--- config.mk ---
export PLATFORM = sky130hd
export DESIGN_NAME = tat_ctrl
export DESIGN_NICKNAME = d
export VERILOG_FILES = /design/src/rtl/tat_pkg.sv /design/src/rtl/tat_desc_reg.sv /design/src/rtl/tat_gap_rule.sv /design/src/rtl/tat_idle_cnt.sv /design/src/rtl/tat_ctrl.sv
export SDC_FILE = /design/constraint.sdc
export NUM_CORES = 1
export LEC_CHECK = 0
export BUFFER_PORTS_ARGS = -buffer_cell sky130_fd_sc_hd__buf_2
export CORE_MARGIN = 5
export CORE_UTILIZATION = 36
export DETAILED_ROUTE_END_ITERATION = 12
export GPL_TIMING_DRIVEN = 0
export PLACE_DENSITY = 0.61
export SYNTH_ARGS = -nofsm -noshare
export SYNTH_HDL_FRONTEND = slang
export SYNTH_SLANG_ARGS = --single-unit
--- constraint.sdc ---
create_clock -name clk -period 2.1 [get_ports clk]
set_clock_uncertainty 0.1 [all_clocks]
set_input_delay 0.105 -clock clk [delete_from_list [all_inputs] [get_ports clk]]
set_output_delay 0.105 -clock clk [all_outputs]
set_load 0.02 [all_outputs]
--- src/rtl/tat_pkg.sv ---
package tat_pkg;
  localparam int unsigned TAT_BANK_W = 2;

  typedef struct packed {
    logic                  sync;
    logic                  write;
    logic                  muxed;
    logic                  mode_d;
    logic [TAT_BANK_W-1:0] bank;
  } tat_xact_t;
endpackage

--- src/rtl/tat_desc_reg.sv ---
module tat_desc_reg
  import tat_pkg::*;
(
  input  logic      clk,
  input  logic      rst_n,
  input  logic      capture,
  input  tat_xact_t d,
  output tat_xact_t q,
  output logic      valid
);
  tat_xact_t q_nxt;
  logic      valid_nxt;

  always_comb begin
    q_nxt     = q;
    valid_nxt = valid;
    if (capture) begin
      q_nxt     = d;
      valid_nxt = 1'b1;
    end
  end

  always_ff @(posedge clk or negedge rst_n) begin
    if (!rst_n) begin
      q     <= '0;
      valid <= 1'b0;
    end else if (capture) begin
      q     <= q_nxt;
      valid <= valid_nxt;
    end
  end
endmodule

--- src/rtl/tat_gap_rule.sv ---
module tat_gap_rule
  import tat_pkg::*;
#(
  parameter int unsigned CNT_W    = 4,
  parameter int unsigned FIX_NEAR = 2,
  parameter int unsigned FIX_FAR  = 3
) (
  input  tat_xact_t              prev,
  input  logic                   prev_valid,
  input  logic                   nxt_sync,
  input  logic                   nxt_write,
  input  logic [TAT_BANK_W-1:0]  nxt_bank,
  input  logic [CNT_W-1:0]       cfg,
  output logic [CNT_W-1:0]       need
);
  localparam logic [CNT_W-1:0] NEAR = CNT_W'(FIX_NEAR);
  localparam logic [CNT_W-1:0] FAR  = CNT_W'(FIX_FAR);

  logic same_bank;
  logic plain_bank;

  assign same_bank  = (prev.bank == nxt_bank);
  assign plain_bank = !prev.muxed && !prev.mode_d;

  always_comb begin
    if (!prev_valid || !prev.write) begin
      need = '0;
    end else if (prev.sync) begin
      if (!nxt_sync)                   need = NEAR;
      else if (nxt_write && same_bank) need = NEAR;
      else                             need = FAR;
    end else begin
      if (!nxt_sync && nxt_write && same_bank && plain_bank) need = '0;
      else                                                   need = cfg;
    end
  end
endmodule

--- src/rtl/tat_idle_cnt.sv ---
module tat_idle_cnt #(
  parameter int unsigned CNT_W = 4
) (
  input  logic             clk,
  input  logic             rst_n,
  input  logic             restart,
  output logic [CNT_W-1:0] count
);
  localparam logic [CNT_W-1:0] TOP = '1;

  logic [CNT_W-1:0] count_nxt;
  logic             count_en;

  always_comb begin
    count_en  = restart || (count != TOP);
    count_nxt = restart ? '0 : count + 1'b1;
  end

  always_ff @(posedge clk or negedge rst_n) begin
    if (!rst_n)        count <= '0;
    else if (count_en) count <= count_nxt;
  end
endmodule

--- src/rtl/tat_ctrl.sv ---
module tat_ctrl
  import tat_pkg::*;
#(
  parameter int unsigned CNT_W    = 4,
  parameter int unsigned FIX_NEAR = 2,
  parameter int unsigned FIX_FAR  = 3
) (
  input  logic                  clk,
  input  logic                  rst_n,
  input  logic [CNT_W-1:0]      turn_cycles,
  input  logic                  done,
  input  logic                  done_sync,
  input  logic                  done_write,
  input  logic [TAT_BANK_W-1:0] done_bank,
  input  logic                  done_muxed,
  input  logic                  done_mode_d,
  input  logic                  req,
  input  logic                  req_sync,
  input  logic                  req_write,
  input  logic [TAT_BANK_W-1:0] req_bank,
  output logic                  grant
);
  tat_xact_t        fin_desc;
  tat_xact_t        last_desc;
  logic             last_valid;
  logic [CNT_W-1:0] need;
  logic [CNT_W-1:0] idle;

  always_comb begin
    fin_desc.sync   = done_sync;
    fin_desc.write  = done_write;
    fin_desc.muxed  = done_muxed;
    fin_desc.mode_d = done_mode_d;
    fin_desc.bank   = done_bank;
  end

  tat_desc_reg u_last (
    .clk     (clk),
    .rst_n   (rst_n),
    .capture (done),
    .d       (fin_desc),
    .q       (last_desc),
    .valid   (last_valid)
  );

  tat_gap_rule #(
    .CNT_W    (CNT_W),
    .FIX_NEAR (FIX_NEAR),
    .FIX_FAR  (FIX_FAR)
  ) u_rule (
    .prev       (last_desc),
    .prev_valid (last_valid),
    .nxt_sync   (req_sync),
    .nxt_write  (req_write),
    .nxt_bank   (req_bank),
    .cfg        (turn_cycles),
    .need       (need)
  );

  tat_idle_cnt #(.CNT_W(CNT_W)) u_idle (
    .clk     (clk),
    .rst_n   (rst_n),
    .restart (done),
    .count   (idle)
  );

  assign grant = req && !done && (idle >= need);
endmodule

Yosys cells after proc, flatten, opt, wreduce, memory -nomap -nowiden
Index checks and enable logic that the tools add are counted.

Register bits: 11. Bits in latches: 0. Bits in writable memories: 0. Bits in read-only memories: 0. Bits of input ports: 18. Output and inout bits: 1. Logic and storage cells: 32. Memories kept: 0.

Add/sub/neg operators: 1. $mul: 0. Divide/modulo/power cells: 0. $lt $le $gt $ge: 1. Eq/ne operators: 2. Shift-type cells: 0. Muxes and demuxes: 6. Bitwise logic cells: 0. Reduce and logical (&&, ||, !) cells: 15.

Operators with widths (count): 4-bit 2-to-1 mux (5); 1-bit logical AND (7); 1-bit zero test (6); 4-bit by 1-bit adder with 4-bit output, second input constant (1); 4-bit >= comparator (1); 4-bit inequality test, second input constant (1); 2-bit == test (1); 1-bit logical OR (2); 1-bit 2-to-1 mux (1).

Longest topological paths before layout
Gate-level depths: netlist of run 1.

Depth after elaboration: 9. Mapped depth: 9.

By module
A second synthesis of run 1 with hierarchy kept.

Cell total of the unflattened synthesis: 62. Area total of the unflattened synthesis: 700.7 µm².

Modules (own cells, without submodules): tat_desc_reg (times used 1, cells an instance 15, area each 282.8 µm², sequential area each 175.2 µm²); tat_idle_cnt (times used 1, cells an instance 19, area each 214.0 µm², sequential area each 100.1 µm²); tat_gap_rule (times used 1, cells an instance 14, area each 105.1 µm², sequential area each 0.0 µm²); tat_ctrl (times used 1, cells an instance 14, area each 98.8 µm², sequential area each 0.0 µm²).

Worst setup path before layout of run 1
Ideal clock, no wire load.

Kind: reg2out. Start: register u_last.q[1] in the netlist's numbering. End: output grant. Arrival time: 2137 ps. Required time: 1895 ps. Path slack: -242 ps. Cell stages (with the launch flop): 10. Buffers on the path: 0. Cells stage by stage: dfrtp_1 > xnor2_1 > nand4_1 > nand4b_1 > nand2_1 > ha_1 > nand2b_1 > a21o_1 > a211oi_1 > nor4b_1.

Cells in the longest elaborated chain, start to end: 8.

Ends and longest elaborated chain: start: declaration (line tat_desc_reg.sv:8) `output tat_xact_t q,`; start signal: assignment (line tat_desc_reg.sv:28) `q <= q_nxt;`; 2-bit == test (*) (line tat_gap_rule.sv:22) `assign same_bank = (prev.bank == nxt_bank);`; 1-bit logical AND (on tied branches) (line tat_gap_rule.sv:30, tat_gap_rule.sv:33); 1-bit 2-to-1 mux / 1-bit logical AND (equally long branches) (line tat_gap_rule.sv:30, tat_gap_rule.sv:33); 4-bit 2-to-1 mux (on tied branches) (line tat_gap_rule.sv:29, tat_gap_rule.sv:33); 4-bit 2-to-1 mux (*) (line tat_gap_rule.sv:28) `end else if (prev.sync) begin`; 4-bit 2-to-1 mux (*) (line tat_gap_rule.sv:26) `if (!prev_valid || !prev.write) begin`; 4-bit >= comparator (*) (line tat_ctrl.sv:67) `assign grant = req && !done && (idle >= need);`; 1-bit logical AND (*) (line tat_ctrl.sv:67); end: declaration (line tat_ctrl.sv:21) `output logic grant`.

Mark *: on every way between the ends. The rest lies on a longest branch, timed or not.

Worst setup path after layout of run 1
Start: register u_last.q[2] in the netlist's numbering. End: output grant.

Cells in the longest elaborated chain, start to end: 8.

Ends and longest elaborated chain: 1-bit zero test (line tat_gap_rule.sv:23) `assign plain_bank = !prev.muxed && !prev.mode_d;`; 1-bit logical AND (line tat_gap_rule.sv:23); 1-bit logical AND (line tat_gap_rule.sv:33) `if (!nxt_sync && nxt_write && same_bank && plain_bank) need = '0;`; 4-bit 2-to-1 mux (line tat_gap_rule.sv:33); 4-bit 2-to-1 mux (line tat_gap_rule.sv:28); 4-bit 2-to-1 mux (line tat_gap_rule.sv:26); 4-bit >= comparator (line tat_ctrl.sv:67); 1-bit logical AND (line tat_ctrl.sv:67).

No other way between the ends.

==> metrics.md, run 1 <==
| Metric | Value |
|---|---|
| Mapped Cells | `56` |
| Simple-Gate Fraction of Synth Area | `21.8%` |
| Nets | `112` |
| CP Launch Type | `register` |
| Share of async-settable or async-resettable flops after synthesis | `100%` |
| Status | `finished, violations left` |
| CTS H-tree depth | `1` |
| Fmax | `0.422 GHz` |
| Share of layout cells above drive strength 1 | `42.0%` |
| Power Dens Cells | `582 mW/mm^2` |
| Multiplexer share of the synthesized area | `12.7%` |
| Comb pwr share | `23.9%` |
| Final Util | `52.5%` |
| Final ANT Viol Nets | `0` |
| Grt total ovfl | `0` |
| Data arrival, critical path | `2160 ps` |
| Clock power share | `28.1%` |
| DRT Pass-1 Iters | `4` |
| Unique cell type count in the Yosys netlist | `21` |
| Syn Nets | `79` |
| # rows | `15` |
| Final hold viol count | `0` |
| Avg Inst Size Synth | `10.9 sq um` |
| Maximum clock path buffer count | `2` |
| RSZ-0062 raised after global routing | `true` |
| Die width | `51.3 um` |
| Yosys warning count | `0` |
| Register Area | `275 sq um` |
| Seq cells post-synth | `11` |
| WL/cell | `13.2 um` |
| Final setup fails | `1` |
| First-pass GRT wire length | `2360 um` |
| P&R area growth vs syn | `43.1%` |
| R2R depth | `4` |
| Post-Syn Area | `613 sq um` |
| DR vias/cell | `5.12` |
| Min-Delay Path Class | `input pin to register` |
| R2R setup slack | `790 ps` |
| Multi-input logic area | `360 sq um` |
| Setup TNS | `-270 ps` |
| DRT iter0 DRCs | `4` |
| TritonCTS Buffers | `3` |
| Min Hold Slack | `14.9 ps` |
| Maximum fanout along the worst path | `2` |
| Crit path to | `grant` |
| IO Port Bufs | `18` |
| Die Area | `0.00263 sq mm` |
| Core ar. | `0.00167 sq mm` |
| Clk root buf | `clkbuf_4` |
| Standby leakage power | `0.415 nW` |
| Critical Path Sink Type | `primary output` |
| Reg clk slew, reported paths | `70 ps` |
| Antenna cells | `0` |
| Sw Share | `26.8%` |
| Pins Over Slew Limit | `0` |
| Clock tree sinks | `11` |
| Initial antenna violation count | `0` |
| Failing checks | `negative setup slack` |
| Max-Cap Viols | `0` |
| Post-placement worst setup slack | `-189 ps` |
| Slew @ Worst Pin | `245 ps` |
| XOR/XNOR share of the synthesized area | `4.29%` |
| Total wire length | `1390 um` |
| Final instance area | `877 sq um` |
| Seq/Total Area, Yosys | `44.9%` |
| Post-route setup slack | `-270 ps` |
| Sequential Power Share | `48.0%` |
| R2R Path End | `u_idle.count[1]$_DFFE_PN0P_` |
| Detailed Place HPWL | `923 um` |
| Pint | `0.374 mW` |
| CP startpoint | `u_last.q[2]$_DFFE_PN0P_` |
| CTS tree | `built` |
| Pin count of the biggest net entering global routing | `12` |
| Main combinational cell family by area after synthesis | `simple AND/OR/NAND/NOR gates` |
| Period minus WS final | `2370 ps` |
| Sw Pwr | `0.137 mW` |
| Setup CP Type | `register to primary output` |
| Period utilisation layout | `113%` |
| Starting Density | `36.7%` |
| Gpl congestion | `0.708` |
| Worst VDD drop | `0.347 mV` |
| Reg-to-Reg Start | `u_idle.count[0]$_DFFE_PN0P_` |
| Die span in y | `51.3 um` |
| Number of global-route vias before repair | `541` |
| Total Routing Usage GR | `12.2%` |
| I/O pins | `19` |
| Post-synthesis adder-cell area fraction | `10.2%` |
| Clk Latency, worst-skew pair | `260 ps` |
| DR vias | `538` |
| Power consumption | `0.510 mW` |
| WP data required | `1890 ps` |
| Main flop type after synthesis | `dfrtp_1` |
| Layout Cells excl Fill | `105` |
| DRC errors left | `0` |
| Post-synthesis compound-gate area fraction | `4.69%` |
| Placed Area | `731 sq um` |
| Count of flip-flops with a built-in enable after synthesis | `0` |
| Slew HR | `83.6%` |
| Fillers | `143` |
| Inst Count DP | `91` |
## critical path, stage by stage (launching register included)
cell and delay, ps:
dfrtp_1 390, nor3_2 170, nand4_1 130, buf_4 160, a21o_1 160, nand2_1 60, ha_1 220, a21o_1 170
a211oi_2 210, nor4b_2 70, buf_4 160
## flip-flops by register name (all words and copies together), names as in the netlist
register / flops
u_idle.count: 4
u_last.valid: 1
u_last.q: 6
## logic make-up after synthesis
kind of cell               count (synthesis)
adders and majority gates                  5
AOI/OAI and AO/OA                          4
muxes                                      7
DFF                                       11
xor gates and xnor gates                   3
buffers and inverters                      2
and+or+nand+nor                           24
## per-layer routing
metal,vias to the layer above,global-route usage (%),wire length (um)
met5,-,0,0
met4,0,8.30,23
met3,2,1.46,52
met2,12,19.5,696
met1,257,15.2,616
li1,267,-,-
## how the worst min path moves through the flow
stage | to | startpoint | cells past startpoint
2_1_floorplan | u_idle.count[0]$_DFFE_PN0P_ | rst_n | 0
4_1_cts | u_last.q[4]$_DFFE_PN0P_ | done | 2
6_report | u_last.q[4]$_DFFE_PN0P_ | done | 2
3_5_place_dp | u_last.q[1]$_DFFE_PN0P_ | rst_n | 1
5_1_grt | u_last.q[3]$_DFFE_PN0P_ | done | 2
3_3_place_gp | u_last.q[0]$_DFFE_PN0P_ | rst_n | 1
## cells in the final DEF (no fill, tap or decap)
master         netlist  routed
buf_2                1      18
dfrtp_1             11      11
dlygate4sd3_1        0       7
mux2_2               6       6
nor2_1               5       5
ha_1                 5       5
buf_4                0       4
nand2_1              3       3
nand4b_1             3       3
nand3_1              3       3
clkbuf_4             0       3
xnor2_2              0       2
nand4_1              2       2
a21o_1               2       2
nor3_1               3       2
and2_1               1       1
nor3_2               0       1
nand2b_1             1       1
a211oi_2             0       1
nor4b_2              0       1
nor3b_1              1       1
a31oi_1              1       1
mux2i_1              1       1
xnor2_1              3       1
or2_2                1       1
inv_1                1       1
clkbuf_1             0       1
## Yosys cell counts, types with 2 or more instances
library cell	count	share of area, %
dfrtp_1	11	45
nand2_1	3	1.8
nand4_1	2	2.0
ha_1	5	10
nor3_1	3	2.4
nand4b_1	3	4.3
xnor2_1	3	4.3
nor2_1	5	3.1
nand3_1	3	2.4
a21o_1	2	2.4
mux2_2	6	11
## area by class of cell
class	instances	share of cell area [%]
clock buffer	4	3.00
tap	17	2.43
buffer	1	0.571
multi-input combinational	43	41.1
timing repair buffer	28	21.1
sequential	11	31.4
inverter	1	0.428
## power groups by stage
| stage | combinational (mW) | clock (mW) | sequential, mW |
|---|---|---|---|
| global route | 0.136 | 0.158 | 0.248 |
| detailed placement | 0.0978 | 0 | 0.247 |
| CTS | 0.119 | 0.148 | 0.243 |
| global placement | 0.0937 | 0 | 0.247 |
| floorplan | 0.0647 | 0 | 0.243 |
| finish | 0.122 | 0.144 | 0.245 |
## repair_timing
action,in CTS,in global routing
endpoints found under the hold margin,17,0
resized for setup,3,2
setup buffers,3,0
pin swaps,4,1
hold buffers,7,0
setup endpoints to repair,1,1
Note: power is estimated with default switching activity, not from simulation.
==> run 2: changes to the inputs <==
==> constraint.sdc (replaced) <==
create_clock -name clk -period 2.1 [get_ports clk]
set_clock_uncertainty 0.1 [all_clocks]
set_input_delay 0 -clock clk [delete_from_list [all_inputs] [get_ports clk]]
set_output_delay 0 -clock clk [all_outputs]
set_load 0.02 [all_outputs]
==> run 2 against run 1 <==
Net effect: the run still ends with negative setup slack left; design area is 2.3% higher; sequential power hardly changed; clock power hardly changed; sequential share of layout area is 0.70 points lower; worst hold slack better by 23 ps; wire length is 0.65% higher; via count is 1.5% higher; register-to-register slack worse by 110 ps; global-route usage stayed put; power is 0.93% higher; critical path type unchanged; largest cell class unchanged; largest power group unchanged.
==> metrics.md, run 2 (synthesis gave the netlist of run 1 again) <==
| Metric | Value |
|---|---|
| Final ANT Viol Nets | `0 (unchanged)` |
| Worst VDD drop | `0.344 mV (-0.83%)` |
| Setup TNS | `-163 ps (+107 ps)` |
| Grt total ovfl | `0 (unchanged)` |
| Largest Register | `u_last.q` |
| Slew @ Worst Pin | `246 ps (+0.0831 ps)` |
| Clock tree sinks | `11 (unchanged)` |
| TritonCTS Buffers | `3 (unchanged)` |
| Standby leakage power | `0.424 nW (+2.0%)` |
| Failing checks | `negative setup slack` |
| # rows | `15 (unchanged)` |
| Min-Delay Path Class | `input pin to async pin` |
| Final instance area | `897 sq um (+2.3%)` |
| Max-Cap Viols | `0 (unchanged)` |
| Reg clk slew, reported paths | `70 ps (about the same)` |
| Total Routing Usage GR | `12.2% (unchanged)` |
| CP peak stage delay | `390 ps (about the same)` |
| Placed Area | `731 sq um (unchanged)` |
| Nets | `114 (+1.8%)` |
| Most frequent cells in the layout | `18 x buf_2, 11 x dfrtp_1, 9 x dlygate4sd3_1` |
| Maximum fanout along the worst path | `2 (unchanged)` |
| Post-route setup slack | `-163 ps (+107 ps)` |
| RSZ-0062 raised after global routing | `true` |
| Core ar. | `0.00167 sq mm (unchanged)` |
| Period utilisation layout | `108% (-5.1 points)` |
| Inst Count DP | `91 (unchanged)` |
| Fmax | `0.442 GHz (+4.7%)` |
| Die width | `51.3 um (unchanged)` |
| Final Util | `53.7% (+1.2 points)` |
| DRT Pass-1 Iters | `4 (unchanged)` |
| Clk Latency, worst-skew pair | `270 ps (about the same)` |
| First-pass GRT wire length | `2360 um (unchanged)` |
| Die Area | `0.00263 sq mm (unchanged)` |
| Layout Cells excl Fill | `107 (+1.9%)` |
| Gpl congestion | `0.708 (unchanged)` |
| IO Port Bufs | `18 (unchanged)` |
| Detailed Place HPWL | `923 um (unchanged)` |
| Largest register FFs | `6 (unchanged)` |
| I/O pins | `19 (unchanged)` |
| DR vias/cell | `5.10 (-0.41%)` |
| Post-placement worst setup slack | `-83.9 ps (+105 ps)` |
| Top Registers | `u_last.q (6), u_idle.count (4), u_last.valid (1)` |
| CP delay by family, top | `compound AO/OA/AOI/OAI gates` |
| Commonest non-fill, non-tap cell in the layout | `buf_2` |
| Power consumption | `0.515 mW (+0.93%)` |
| DRT iter0 DRCs | `4 (unchanged)` |
| DRC errors left | `0 (unchanged)` |
| Buf/Inv on CP | `2 (unchanged)` |
| CTS tree | `built` |
| Pins Over Slew Limit | `0 (unchanged)` |
| Starting Density | `36.7% (unchanged)` |
| Die span in y | `51.3 um (unchanged)` |
| WL/cell | `13.1 um (-1.2%)` |
| Antenna cells | `0 (unchanged)` |
| DR vias | `546 (+1.5%)` |
| Number of global-route vias before repair | `541 (unchanged)` |
| CP Launch Type | `register` |
| P&R area growth vs syn | `46.3%` |
| Period minus WS final | `2260 ps (-107 ps)` |
| Slew HR | `83.6% (about the same)` |
| CTS H-tree depth | `1 (unchanged)` |
| Setup CP Type | `register to primary output` |
| Pin count of the biggest net entering global routing | `12 (unchanged)` |
| Final hold viol count | `0 (unchanged)` |
| Total wire length | `1400 um (+0.65%)` |
| Power Dens Cells | `574 mW/mm^2 (-1.3%)` |
| Status | `finished, violations left` |
| Maximum clock path buffer count | `2 (unchanged)` |
| Crit path cell chain | `nor3_2 > nand4_1 > buf_4 > a21o_1 > nand2_1 > ha_1 > a21o_1 > a211oi_2 > nor4b_2 > buf_4` |
| Final setup fails | `1 (unchanged)` |
| Clk root buf | `clkbuf_4` |
| Min Hold Slack | `38.1 ps (+23.2 ps)` |
| CP max-delay cell | `dfrtp_1` |
| WP data required | `2000 ps (+110 ps)` |
| Share of layout cells above drive strength 1 | `41.1% (-0.93 points)` |
| Initial antenna violation count | `0 (unchanged)` |
| Data arrival, critical path | `2160 ps (about the same)` |
| Critical Path Sink Type | `primary output` |
[run 2: cell count changes in the layout (fill, tap and decap cells not counted)]
cell / previous run / this run
dlygate4sd3_1: 7 / 9
[run 2: path summary, 6_finish.rpt]
kind | from | endpoint | slack, ps | cells after the start
hold reg to reg | u_last.valid$_DFFE_PN0P_ | u_last.valid$_DFFE_PN0P_ | 360 | 1
hold / removal | rst_n | u_idle.count[0]$_DFFE_PN0P_ | 40 | 2
min in group clk | done | u_idle.count[0]$_DFFE_PN0P_ | 80 | 3
setup reg to reg | u_last.q[3]$_DFFE_PN0P_ | u_last.q[3]$_DFFE_PN0P_ | 680 | 2
setup / recovery | u_last.q[2]$_DFFE_PN0P_ | grant | -160 | 10
max in group asynchronous | rst_n | u_last.q[1]$_DFFE_PN0P_ | 1660 | 2
[run 2: cell type report]
type	count	area [sq um]
plain buffers	1	5.00
clock buffers	4	26.3
fillers	144	773
inverters	1	3.75
multi-input cells	43	360
flip-flops and latches	11	275
well taps	17	21.3
repair buffers	30	205
[run 2: timing repair]
| item | in CTS | in global routing |
|---|---|---|
| hold buffers | 9 | 0 |
| pin swaps | 4 | 1 |
| resized for setup | 3 | 2 |
| setup buffers | 3 | 0 |
| endpoints found under the setup margin | 1 | 1 |
| endpoints found under the hold margin | 17 | 0 |
[run 2: routing by layer]
layer,wire (um),global-route usage (%)
met4,23,8.30
met3,52,1.46
met2,703,19.5
met1,619,15.2
met5,0,0
[run 2: where the power goes]
group	internal, mW	switching [mW]	leakage [nW]
clock	0.0734	0.0693	0.0150
combinational	0.0770	0.0505	0.276
sequential	0.228	0.0168	0.132
